<file path="src/rtl/sram_seq_pkg.sv">
package sram_seq_pkg;

  typedef enum logic [2:0] {
    ST_IDLE,
    ST_RD,
    ST_WSU,
    ST_WPL,
    ST_WRC,
    ST_GAP
  } seq_st_e;

  // limit in ps over clock period in ps, rounded up, at least one cycle
  function automatic int ps2cyc(input int lim_ps, input int clk_ps);
    int c;
    c = (lim_ps + clk_ps - 1) / clk_ps;
    if (c < 1) c = 1;
    return c;
  endfunction

  function automatic int imax(input int a, input int b);
    return (a > b) ? a : b;
  endfunction

endpackage

</file>
<file path="src/rtl/sram_seq_timer.sv">
module sram_seq_timer #(
  parameter int CW = 2
) (
  input  logic          clk,
  input  logic          rst_n,
  input  logic          load,
  input  logic [CW-1:0] load_val,
  output logic          zero
);
  logic [CW-1:0] cnt;

  always_ff @(posedge clk or negedge rst_n) begin
    if (!rst_n)           cnt <= '0;
    else if (load)        cnt <= load_val;
    else if (cnt != '0)   cnt <= cnt - 1'b1;
  end

  assign zero = (cnt == '0);
endmodule

</file>
<file path="src/rtl/sram_seq_datapath.sv">
module sram_seq_datapath #(
  parameter int AW = 22,
  parameter int DW = 1
) (
  input  logic          clk,
  input  logic          rst_n,
  input  logic          take,
  input  logic [AW-1:0] addr_in,
  input  logic [DW-1:0] wdata_in,
  input  logic          sample,
  input  logic [DW-1:0] dout_in,
  output logic [AW-1:0] addr_q,
  output logic [DW-1:0] din_q,
  output logic [DW-1:0] rdata_q
);
  always_ff @(posedge clk or negedge rst_n) begin
    if (!rst_n) begin
      addr_q <= '0;
      din_q  <= '0;
    end else if (take) begin
      addr_q <= addr_in;
      din_q  <= wdata_in;
    end
  end

  always_ff @(posedge clk or negedge rst_n) begin
    if (!rst_n)      rdata_q <= '0;
    else if (sample) rdata_q <= dout_in;
  end
endmodule

</file>
<file path="src/rtl/sram_seq_ctrl.sv">
module sram_seq_ctrl
  import sram_seq_pkg::*;
#(
  parameter int AW       = 22,
  parameter int DW       = 1,
  parameter int CLK_PS   = 5000,
  parameter int T_AA_PS  = 15000, // address / select access
  parameter int T_RC_PS  = 15000, // read cycle
  parameter int T_OEA_PS = 8000,  // output-enable access
  parameter int T_WC_PS  = 15000, // write cycle
  parameter int T_WP_PS  = 12000, // strobe low width
  parameter int T_AS_PS  = 0,     // address setup to strobe fall
  parameter int T_AW_PS  = 12000, // address valid to strobe rise
  parameter int T_DS_PS  = 7000,  // data setup to strobe rise
  parameter int T_WR_PS  = 1000,  // recovery after strobe rise
  parameter int T_OHZ_PS = 7000   // output disable
) (
  input  logic          clk,
  input  logic          rst_n,
  input  logic          req,
  input  logic          req_we,
  input  logic [AW-1:0] req_addr,
  input  logic [DW-1:0] req_wdata,
  output logic [DW-1:0] rsp_rdata,
  output logic          rsp_done,
  output logic [AW-1:0] sram_addr,
  output logic          sram_cs_n,
  output logic          sram_we_n,
  output logic          sram_oe_n,
  output logic [DW-1:0] sram_din,
  input  logic [DW-1:0] sram_dout
);
  localparam int RD_CYC  = imax(imax(ps2cyc(T_AA_PS, CLK_PS), ps2cyc(T_RC_PS, CLK_PS)),
                                ps2cyc(T_OEA_PS, CLK_PS));
  localparam int SU_CYC  = ps2cyc(T_AS_PS, CLK_PS);
  localparam int PW_CYC  = imax(imax(ps2cyc(T_WP_PS, CLK_PS), ps2cyc(T_DS_PS, CLK_PS)),
                                ps2cyc(T_AW_PS, CLK_PS) - SU_CYC);
  localparam int REC_CYC = imax(ps2cyc(T_WR_PS, CLK_PS),
                                ps2cyc(T_WC_PS, CLK_PS) - SU_CYC - PW_CYC);
  localparam int GAP_CYC = ps2cyc(T_OHZ_PS, CLK_PS);
  localparam int MAX_CYC = imax(imax(RD_CYC, SU_CYC), imax(imax(PW_CYC, REC_CYC), GAP_CYC));
  localparam int CW      = imax($clog2(MAX_CYC + 1), 1);

  seq_st_e       state;
  logic          tmr_load, tmr_zero;
  logic [CW-1:0] tmr_val;

  // named internal events
  logic ev_accept, ev_sample, ev_we_fall, ev_we_rise, ev_release, ev_gap_end;
  assign ev_accept  = (state == ST_IDLE) && req;
  assign ev_sample  = (state == ST_RD)   && tmr_zero;
  assign ev_we_fall = (state == ST_WSU)  && tmr_zero;
  assign ev_we_rise = (state == ST_WPL)  && tmr_zero;
  assign ev_release = (state == ST_WRC)  && tmr_zero;
  assign ev_gap_end = (state == ST_GAP)  && tmr_zero;

  always_comb begin
    tmr_load = 1'b0;
    tmr_val  = '0;
    if (ev_accept) begin
      tmr_load = 1'b1;
      tmr_val  = req_we ? CW'(SU_CYC - 1) : CW'(RD_CYC - 1);
    end else if (ev_sample || ev_release) begin
      tmr_load = 1'b1;
      tmr_val  = CW'(GAP_CYC - 1);
    end else if (ev_we_fall) begin
      tmr_load = 1'b1;
      tmr_val  = CW'(PW_CYC - 1);
    end else if (ev_we_rise) begin
      tmr_load = 1'b1;
      tmr_val  = CW'(REC_CYC - 1);
    end
  end

  sram_seq_timer #(.CW(CW)) u_timer (
    .clk      (clk),
    .rst_n    (rst_n),
    .load     (tmr_load),
    .load_val (tmr_val),
    .zero     (tmr_zero)
  );

  sram_seq_datapath #(.AW(AW), .DW(DW)) u_dp (
    .clk      (clk),
    .rst_n    (rst_n),
    .take     (ev_accept),
    .addr_in  (req_addr),
    .wdata_in (req_wdata),
    .sample   (ev_sample),
    .dout_in  (sram_dout),
    .addr_q   (sram_addr),
    .din_q    (sram_din),
    .rdata_q  (rsp_rdata)
  );

  always_ff @(posedge clk or negedge rst_n) begin
    if (!rst_n) begin
      state     <= ST_IDLE;
      sram_cs_n <= 1'b1;
      sram_we_n <= 1'b1;
      sram_oe_n <= 1'b1;
      rsp_done  <= 1'b0;
    end else begin
      rsp_done <= 1'b0;
      if (ev_accept) begin
        sram_cs_n <= 1'b0;
        if (req_we) begin
          state <= ST_WSU;
        end else begin
          sram_oe_n <= 1'b0;
          state     <= ST_RD;
        end
      end
      if (ev_sample) begin
        sram_cs_n <= 1'b1;
        sram_oe_n <= 1'b1;
        rsp_done  <= 1'b1;
        state     <= ST_GAP;
      end
      if (ev_we_fall) begin
        sram_we_n <= 1'b0;
        state     <= ST_WPL;
      end
      if (ev_we_rise) begin
        sram_we_n <= 1'b1;
        rsp_done  <= 1'b1;
        state     <= ST_WRC;
      end
      if (ev_release) begin
        sram_cs_n <= 1'b1;
        state     <= ST_GAP;
      end
      if (ev_gap_end) state <= ST_IDLE;
    end
  end
endmodule

</file>
<file path="config.mk">
export PLATFORM = sky130hd
export DESIGN_NAME = sram_seq_ctrl
export DESIGN_NICKNAME = d
export VERILOG_FILES = /design/src/rtl/sram_seq_pkg.sv /design/src/rtl/sram_seq_timer.sv /design/src/rtl/sram_seq_datapath.sv /design/src/rtl/sram_seq_ctrl.sv
export SDC_FILE = /design/constraint.sdc
export NUM_CORES = 1
export LEC_CHECK = 0
export CAP_MARGIN = 20
export CORE_MARGIN = 5
export CORE_UTILIZATION = 55
export DETAILED_ROUTE_END_ITERATION = 6
export DONT_BUFFER_PORTS = 1
export GPL_TIMING_DRIVEN = 0
export PLACE_DENSITY = 0.69
export SLEW_MARGIN = 20
export SYNTH_ARGS = -nofsm -noshare
export SYNTH_HDL_FRONTEND = slang
export SYNTH_SLANG_ARGS = --single-unit
</file>
<file path="constraint.sdc">
create_clock -name clk -period 1.6 [get_ports clk]
set_clock_uncertainty 0.15 [all_clocks]
set_input_delay 0.08 -clock clk [delete_from_list [all_inputs] [get_ports clk]]
set_output_delay 0.08 -clock clk [all_outputs]
set_load 0.03 [all_outputs]
</file>
# Yosys cells after proc, flatten, opt, wreduce, memory -nomap -nowiden
# Index checks and enable logic that the tools add are counted.
[totals] register_bits=33 inputBits=28 output_inout_bits=28
[classes] add_sub_neg=1 mux=27 eq_ne=6 n_reduce_logical=16
[op_table] operator="two-way mux 3 bit" count=6
[op_table] operator="two-way mux 1 bit" count=14
[op_table] operator="two-way mux 2 bit" count=7
[op_table] operator="nonzero test 2 bit" count=4
[op_table] operator="== test 3 x 2 -> 1 bit (second input constant)" count=2
[op_table] operator="== test 3 bit (second input constant)" count=2
[op_table] operator="logical AND 1 bit" count=6
[op_table] operator="nonzero test 6 bit" count=1
[op_table] operator="== test 3 x 1 -> 1 bit (second input constant)" count=1
[op_table] operator="logical NOT 3 bit" count=1
[op_table] operator="nonzero test 3 bit" count=1
[op_table] operator="logical NOT 2 bit" count=1
[op_table] operator="inequality test 2 x 1 -> 1 bit (second input constant)" count=1
[op_table] operator="AND reduction 2 bit" count=1
[op_table] operator="subtractor 2 x 1 -> 2 bit (second input constant)" count=1
[op_table] operator="logical OR 1 bit" count=1

# Longest topological paths before layout
# Gate-level depths: netlist of the first run.
[depth] word_depth=8 ltp_mapped=7 ltp_nobuf=6

# Cells and area by module
# Synthesis of the first run repeated with hierarchy kept, for this count alone.
[hier_totals] cells_unflattened=105 area_unflattened_um2=1398.8
[by_module_without_submodules] mod="sram_seq_datapath" seq_area_each_um2=600.6 cells_each=50 n_inst=1 area_per_inst_um2=893.4
[by_module_without_submodules] mod="sram_seq_ctrl" seq_area_each_um2=178.9 cells_each=43 n_inst=1 area_per_inst_um2=391.6
[by_module_without_submodules] mod="sram_seq_timer" seq_area_each_um2=50.0 cells_each=12 n_inst=1 area_per_inst_um2=113.9

# Least setup slack after synthesis of the first run
# OpenSTA, ideal clock, no wires.
[synth_path] kind="flip-flop to flip-flop" startpoint="reg state[2]" endpoint="reg u_dp.addr_q[0]" path_stages_with_launch=5 arrival_time_ps=1286 slack_ps=39 period_less_slack_ps=1561 n_path_buf=1 path_cell_list="dfrtp_1 -> nand2b_4 -> nor3_4 -> buf_6 -> mux2_2"
[synth_between] elab_chain_len=2
[synth_rtl] element="from (decl)" line="sram_seq_ctrl.sv:44" text="seq_st_e state;"
[synth_rtl] element="from (signal assigned)" line="sram_seq_ctrl.sv:98" text="state <= ST_IDLE;"
[synth_rtl] element="from (signal assigned)" line="sram_seq_ctrl.sv:108" text="state <= ST_WSU;"
[synth_rtl] element="from (signal assigned)" line="sram_seq_ctrl.sv:111" text="state <= ST_RD;"
[synth_rtl] element="logical NOT 3 bit" line="sram_seq_ctrl.sv:50" text="assign ev_accept = (state == ST_IDLE) && req;"
[synth_rtl] element="logical AND 1 bit" line="sram_seq_ctrl.sv:50"
[synth_rtl] element="to (signal assigned)" line="sram_seq_datapath.sv:21" text="addr_q <= addr_in;"
[synth_rtl] element="to (decl)" line="sram_seq_datapath.sv:12" text="output logic [AW-1:0] addr_q,"
# Every way passes these cells.
# A chain may end at the register's enable or synchronous reset.

# Worst setup path in the final report of the first run
[layout_path] startpoint="reg state[2]" endpoint="reg u_dp.din_q"
[layout_between] elab_chain_len=2
[layout_rtl] element="logical NOT 3 bit" line="sram_seq_ctrl.sv:50"
[layout_rtl] element="logical AND 1 bit" line="sram_seq_ctrl.sv:50"
[layout_rtl] element="to (signal assigned)" line="sram_seq_datapath.sv:22" text="din_q <= wdata_in;"
[layout_rtl] element="to (decl)" line="sram_seq_datapath.sv:13" text="output logic [DW-1:0] din_q,"
# Every way passes these cells.

==> results of run 1 <==
-- Yosys cell counts --
cell	number	area [sq um]
a211oi_1	2	15.0
a21o_1	1	7.51
a21oi_1	7	35.0
a221oi_1	1	8.76
a31oi_1	1	6.26
and3_1	1	6.26
buf_2	1	5.00
buf_6	2	22.5
clkbuf_1	3	11.3
dfrtp_1	30	751
dfstp_2	3	78.8
ha_1	1	12.5
inv_1	5	18.8
mux2_2	25	282
mux2i_1	1	10.0
nand2_1	8	30.0
nand2b_1	4	25.0
nand2b_4	1	13.8
nor2_1	6	22.5
nor2b_1	2	12.5
nor3_1	2	10.0
nor3_4	1	16.3
nor3b_1	1	7.51
o21ai_0	1	5.00
o21ba_2	1	10.0
o32a_1	1	10.0
o32ai_1	1	8.76
-- power by group --
group	leakage [uW]	internal [uW]	switching [uW]	total, uW
Clock	0.0000314	207	260	467
Combinational	0.000458	601	462	1060
Sequential	0.000384	1260	1020	2280
-- stage by stage --
stage	setup slack [ps]	hold slack, ps
after floorplan	39.2	-366
after global placement	-101	-365
after detailed placement	-147	-365
after CTS	3.73	-175
after global routing	-17.0	-161
final	47.5	-172
-- critical path, stage by stage (launching register included) --
cell	delay, ps
dfrtp_1	400
nand2b_4	160
nor3_4	110
buf_6	150
buf_6	120
mux2_2	340
-- routing by layer --
layer	vias up	routed length, um	track usage
met1	514	1260	0.210
met4	0	59	0.0867
met2	42	1870	0.363
met5	-	0	0
li1	482	-	-
met3	8	238	0.0839
-- sequential cells by signal, indices dropped and copies added, names as in the netlist --
register and cells:
rsp_done 1, sram_cs_n 1, sram_oe_n 1, sram_we_n 1
state 3, u_dp.addr_q 22, u_dp.din_q 1, u_dp.rdata_q 1
u_timer.cnt 2
-- cell type report --
cell class	instances	area [sq um]
buffer	6	43.8
clock buffer	7	55.1
fill	143	527
inverter	5	18.8
multi-input combinational	69	594
sequential	33	831
tap	30	37.5
timing repair buffer	40	393
-- cells by family after synthesis --
logic type / share of synthesized area
AOI/OAI and AO/OA: 0.0738
adders and majority gates: 0.00868
buffers and inverters: 0.0399
DFF: 0.576
muxes: 0.202
and+or+nand+nor: 0.0998
-- worst max path at each step --
stage	to	slack [ps]	depth (start not counted)
after floorplan	u_dp.addr_q[0]	40	4
after global placement	u_timer.cnt[1]	-100	6
after detailed placement	u_timer.cnt[1]	-150	6
after CTS	u_dp.din_q	4	5
after global routing	u_timer.cnt[1]	-20	5
final	u_dp.din_q	50	5
-- timing repair --
| action | 4_1_cts | 5_1_grt |
|---|---|---|
| buffers inserted | 8 | 3 |
| hold endpoints to repair | 63 | 4 |
| setup endpoints to repair | 22 | 27 |
| pin swaps | 2 | 3 |
| resized for setup | 12 | 11 |
| cloned | 2 | 0 |
==> results by group, run 1 <==
Clock network
  – Num CTS Buffers: 5
  – Worst-Skew Late Latency: 330 ps
  – Clk slew on worst S/H paths: ~100 ps
  – H-tree depth: 2
  – CTS tree: done
  – Clock sinks: 33
  – Post-CTS Hold Buffers: 27
  – CTS Buffer Depth: 2
  – Root buffer cell: clkbuf_4

Cells and area
  – Post-Layout Cell Count: 190
  – Total Nets Final: 189
  – Most frequent cells in the layout: dfrtp_1, dlygate4sd3_1, mux2_2, buf_4
  – Commonest non-fill, non-tap cell in the layout: dfrtp_1
  – Synthesis-to-finish area growth: 36.9%
  – Ant diodes: 0
  – Layout cells sized above 1: 0.400
  – Final std cell area, no fill: 1970 sq um
  – Final core occ: 0.789

STA
  – Final min period: roughly 1600 ps
  – Max Clock Freq: between 600 and 700 MHz
  – RSZ-0062 raised after global routing: yes
  – Final hold violations: 5
  – Slew HR: 0.720
  – Total negative slack: 0 ps
  – Final Cycle Share: 0.970
  – Slew Viols, Final: 0
  – Hold WS: -172 ps
  – Final setup vio count: 0
  – Slew of the pin with the lowest slew margin: around 420 ps

Status
  – Failing checks: negative hold slack
  – Status: finished, violations left

Worst setup path
  – WP data arrival: 1620 ps
  – Reg2Reg Depth: 5
  – Critical path class: reg -> reg
  – Worst-path fanout max: 6
  – Reg-to-Reg End: u_dp.din_q
  – Crit start category: register
  – FF-to-FF Start: state[2]
  – R2r setup slk: 50 ps
  – Critical Path RT: 1660 ps
  – Worst Setup End Kind: register
  – Worst setup path startpoint: state[2]

Synth
  – #FFs+latches synth: 33
  – Post-synthesis sequential area ratio: 0.576
  – Syn Inst Count: around 110
  – Syn nets: 142
  – Syn. warnings: 0
  – Synth unique cells: 27
  – Synthesized area per cell: 12.8 sq um
  – Syn Std Cell Area: 1440 sq um

Route
  – Via count: roughly 1,000
  – Drt wl/cell: 18.0 um
  – Antenna-violating nets left: 0
  – Vias per cell: roughly 5.5
  – DRC: 0
  – Starting DRT DRC Count: 22
  – First-pass DRT Iterations: 4
  – Routed Wire Length: 3430 um

Placed design
  – Post-DP HPWL: 2040 um
  – RD Place Congestion: 0.746
  – Area post-placement: between 1000 and 1500 sq um
  – Inst Count DP: around 140
  – PortBufs: 0

Min path
  – WHS Path Cells: 2
  – HP Class: in -> reg
  – Hold path start: req
  – Min-Delay Endpoint: state[0]

Floorplan
  – Die ar.: roughly 3700 sq um
  – Initial Util: 0.577
  – # rows: 18
  – Die Y: 61.2 um
  – Num ports: 56
  – Core area: 2500 sq um
  – Die Wd: 61.2 um

Power and ir drop
  – VDD IR max: between 1.5 and 2 mV
  – Pwr per Cell Area: about 1900 nW/um^2
  – Power, Total: 3810 uW
  – Static Leak: 0.000874 uW

GRT
  – Total track usage: 0.204
  – Largest net degree at the start of global routing: 34
  – Initial antenna violation count: 0
  – GR Overflow Total: 0
  – Vias in the first global route: roughly 1,100
  – First-pass GRT wire length: 5400 um

Run
  – Max_cap viols: 0
Power figures use the tool's default switching activity.
==> run 2: changes to the inputs <==
--- a/config.mk
+++ b/config.mk
@@ -7,12 +7,13 @@
 export LEC_CHECK = 0
 export CAP_MARGIN = 20
 export CORE_MARGIN = 5
-export CORE_UTILIZATION = 55
+export CORE_UTILIZATION = 54
 export DETAILED_ROUTE_END_ITERATION = 6
 export DONT_BUFFER_PORTS = 1
 export GPL_TIMING_DRIVEN = 0
-export PLACE_DENSITY = 0.69
+export PLACE_DENSITY = 0.68
 export SLEW_MARGIN = 20
 export SYNTH_ARGS = -nofsm -noshare
 export SYNTH_HDL_FRONTEND = slang
+export SYNTH_HIERARCHICAL = 1
 export SYNTH_SLANG_ARGS = --single-unit
==> results by group, run 2 <==
STA
  – Slew of the pin with the lowest slew margin: between 300 and 400 ps
  – Slew Viols, Final: 0
  – Final hold violations: 0
  – Final min period: 1850 ps
  – Slew HR: 0.759
  – Max Clock Freq: roughly 540 MHz
  – Final Cycle Share: 1.16
  – Final setup vio count: 25
  – RSZ-0062 raised after global routing: yes
  – Total negative slack: -5480 ps
  – Final WS setup: -255 ps

Cells and area
  – Largest register FFs: 22
  – Layout cells sized above 1: 0.412
  – Most flop-heavy register: u_dp/addr_q
  – Total Nets Final: 181
  – Most frequent cells in the layout: dfrtp_1, dlygate4sd3_1, mux2_4, buf_4
  – Post-Layout Cell Count: around 180
  – Final std cell area, no fill: 2050 sq um
  – Ant diodes: 0
  – Commonest non-fill, non-tap cell in the layout: dfrtp_1
  – Biggest regs: u_dp/addr_q: 22 flops, state: 3 flops, u_timer/cnt: 2 flops
  – Synthesis-to-finish area growth: 46.5%

Power and ir drop
  – Gate power share: 0.371
  – Clock power share: 0.102
  – Switching Share: 0.458
  – Sw Pwr: 2050 uW
  – Static Leak: about 0.00093 uW
  – Sequential share of power: 0.527
  – Pwr per Cell Area: 2190 nW/um^2
  – VDD IR max: 1.53 mV
  – Internal power: 2430 uW

Min path
  – HP Class: in -> reg

Worst setup path
  – R2r setup slk: -250 ps
  – WP data arrival: between 1500 and 2000 ps
  – CP max stage cell: or4b_4
  – Largest stage delay, worst path: 610 ps
  – Critical Path RT: approximately 1700 ps
  – Critical Path, Cell by Cell: or4b_4, inv_8, buf_8, mux2_4
  – Critical path class: reg -> reg
  – Critical path buffer and inverter count: 2
  – Crit start category: register
  – CP top delay family: simple AND/OR/NAND/NOR gates
  – Worst Setup End Kind: register
  – Worst-path fanout max: 6

GRT
  – GR Overflow Total: 0
  – Largest net degree at the start of global routing: 34
  – Vias in the first global route: 1,104
  – Total track usage: 0.237
  – First-pass GRT wire length: slightly above 6000 um
  – Initial antenna violation count: 0

Route
  – Drt wl/cell: between 20 and 25 um
  – Via count: 1,064
  – DRC: 0
  – Routed Wire Length: about 4200 um
  – Antenna-violating nets left: 0
  – Starting DRT DRC Count: between 50 and 60
  – Vias per cell: approximately 5.8
  – First-pass DRT Iterations: 4

Placed design
  – Inst Count DP: between 100 and 150
  – PortBufs: 0
  – Area post-placement: around 1400 sq um
  – Post-DP HPWL: between 1500 and 2000 um
  – RD Place Congestion: about 0.79

Floorplan
  – Die ar.: 3710 sq um
  – Die Wd: 60.9 um
  – Num ports: 56
  – # rows: 18
  – Die Y: 60.9 um
  – Core area: 2480 sq um
  – Initial Util: 0.565

Synth
  – Syn Inst Count: 105
  – Post-synthesis cell type with the largest combined area: dfrtp_1
  – Syn. warnings: 6
  – Syn Std Cell Area: 1400 sq um
  – Synthesized area per cell: between 10 and 15 sq um
  – Yosys top cell area share: 0.537
  – Top-count cell post-synth: dfrtp_1
  – Post-synth top cells: dfrtp_1, mux2_2, o21ai_0
  – Synth unique cells: 28
  – Top FF cell, synth: dfrtp_1
  – Syn nets: ~130
  – Post-synthesis sequential area ratio: 0.593
  – Top cells by area, synth: dfrtp_1, mux2_2, dfstp_2, o21ai_0, buf_6
  – Post-synth EDFFs: 0
  – Ys async rst share: 1.00
  – #FFs+latches synth: 33

Clock network
  – CTS Buffer Depth: 2
  – H-tree depth: 2
  – Num CTS Buffers: 5
  – Worst-Skew Late Latency: between 300 and 400 ps
  – Clock sinks: 33
  – Clk slew on worst S/H paths: 100 ps
  – CTS tree: done
  – Root buffer cell: clkbuf_4

Run
  – Max_cap viols: 0

Status
  – Failing checks: negative setup slack
  – Status: finished, violations left
## run 2: cell types whose count changed in the layout (fill, tap and decap cells not counted), sizes merged, moves of 2 or more
cell	previous run	this run
nand2b	5	3
nor2	6	3
nand3	0	2
o21ai	1	9
a21oi	7	0
nand2	8	4
a211oi	2	0
nor2b	2	0
clkinv	0	2
clkbuf	10	8
## run 2: cell families (layout without fill, tap and decap cells)
logic type	count (synthesis)	in the layout	synth area share
flops	33	33	0.593
compound gates	14	14	0.0617
mux	25	25	0.200
fa+ha+maj	1	1	0.00894
xor+xnor	2	2	0.0125
simple gates	19	19	0.0778
buf+inv	11	59	0.0456
## run 2: power by group through the flow
stage	registers [uW]	clock network [uW]	logic, uW
after global placement	2300	0	886
after global routing	2400	503	1750
after CTS	2310	442	1370
after detailed placement	2320	0	924
after floorplan	2220	0	803
final	2360	458	1660
## run 2: area by class of cell
type	count	area (sq um)
buffer	3	27.5
clock buffer	6	41.3
clock inverter	2	10.0
fill	121	428
inverter	6	30.0
multi-input combinational	61	638
sequential	33	831
tap	30	37.5
timing repair buffer	42	434
## run 2: worst paths after layout
check | to | depth (start not counted) | startpoint
worst max-delay path | u_dp/addr_q[16] | 4 | state[0]
worst min-delay path | state[0] | 3 | req_we
worst max register to register | u_dp/addr_q[16] | 4 | state[0]
worst min register to register | sram_we_n | 2 | sram_we_n
max in group asynchronous | sram_cs_n | 2 | rst_n
min in group asynchronous | u_dp/addr_q[20] | 2 | rst_n
## run 2: through the flow
stage	hold WS [ps]	util	worst slack, ps	total power, uW
3_3_place_gp	-365	0.582	-264	3180
6_report	7.01	0.827	-255	4480
4_1_cts	6.87	0.819	-266	4120
3_5_place_dp	-365	0.582	-300	3240
5_1_grt	0.265	0.827	-292	4650
2_1_floorplan	-366	-	-204	3020
## run 2: timing repair
item	in CTS	in global routing
setup buffers	8	6
endpoints found under the setup margin	25	26
gates cloned	2	0
hold endpoints to repair	62	0
pin swaps	3	7
hold buffers	28	0
resized for setup	37	16
## run 2: tightest hold or removal path: stages
cell and delay, ps:
nand2b_1 110, a221o_1 150, o2111ai_1 100
## run 2: metal layers
metal,wire (um),vias to the layer above,GRT usage
li1,-,457,-
met1,1650,544,0.266
met2,2120,57,0.437
met3,345,6,0.0809
met4,53,0,0.0464
met5,0,-,0
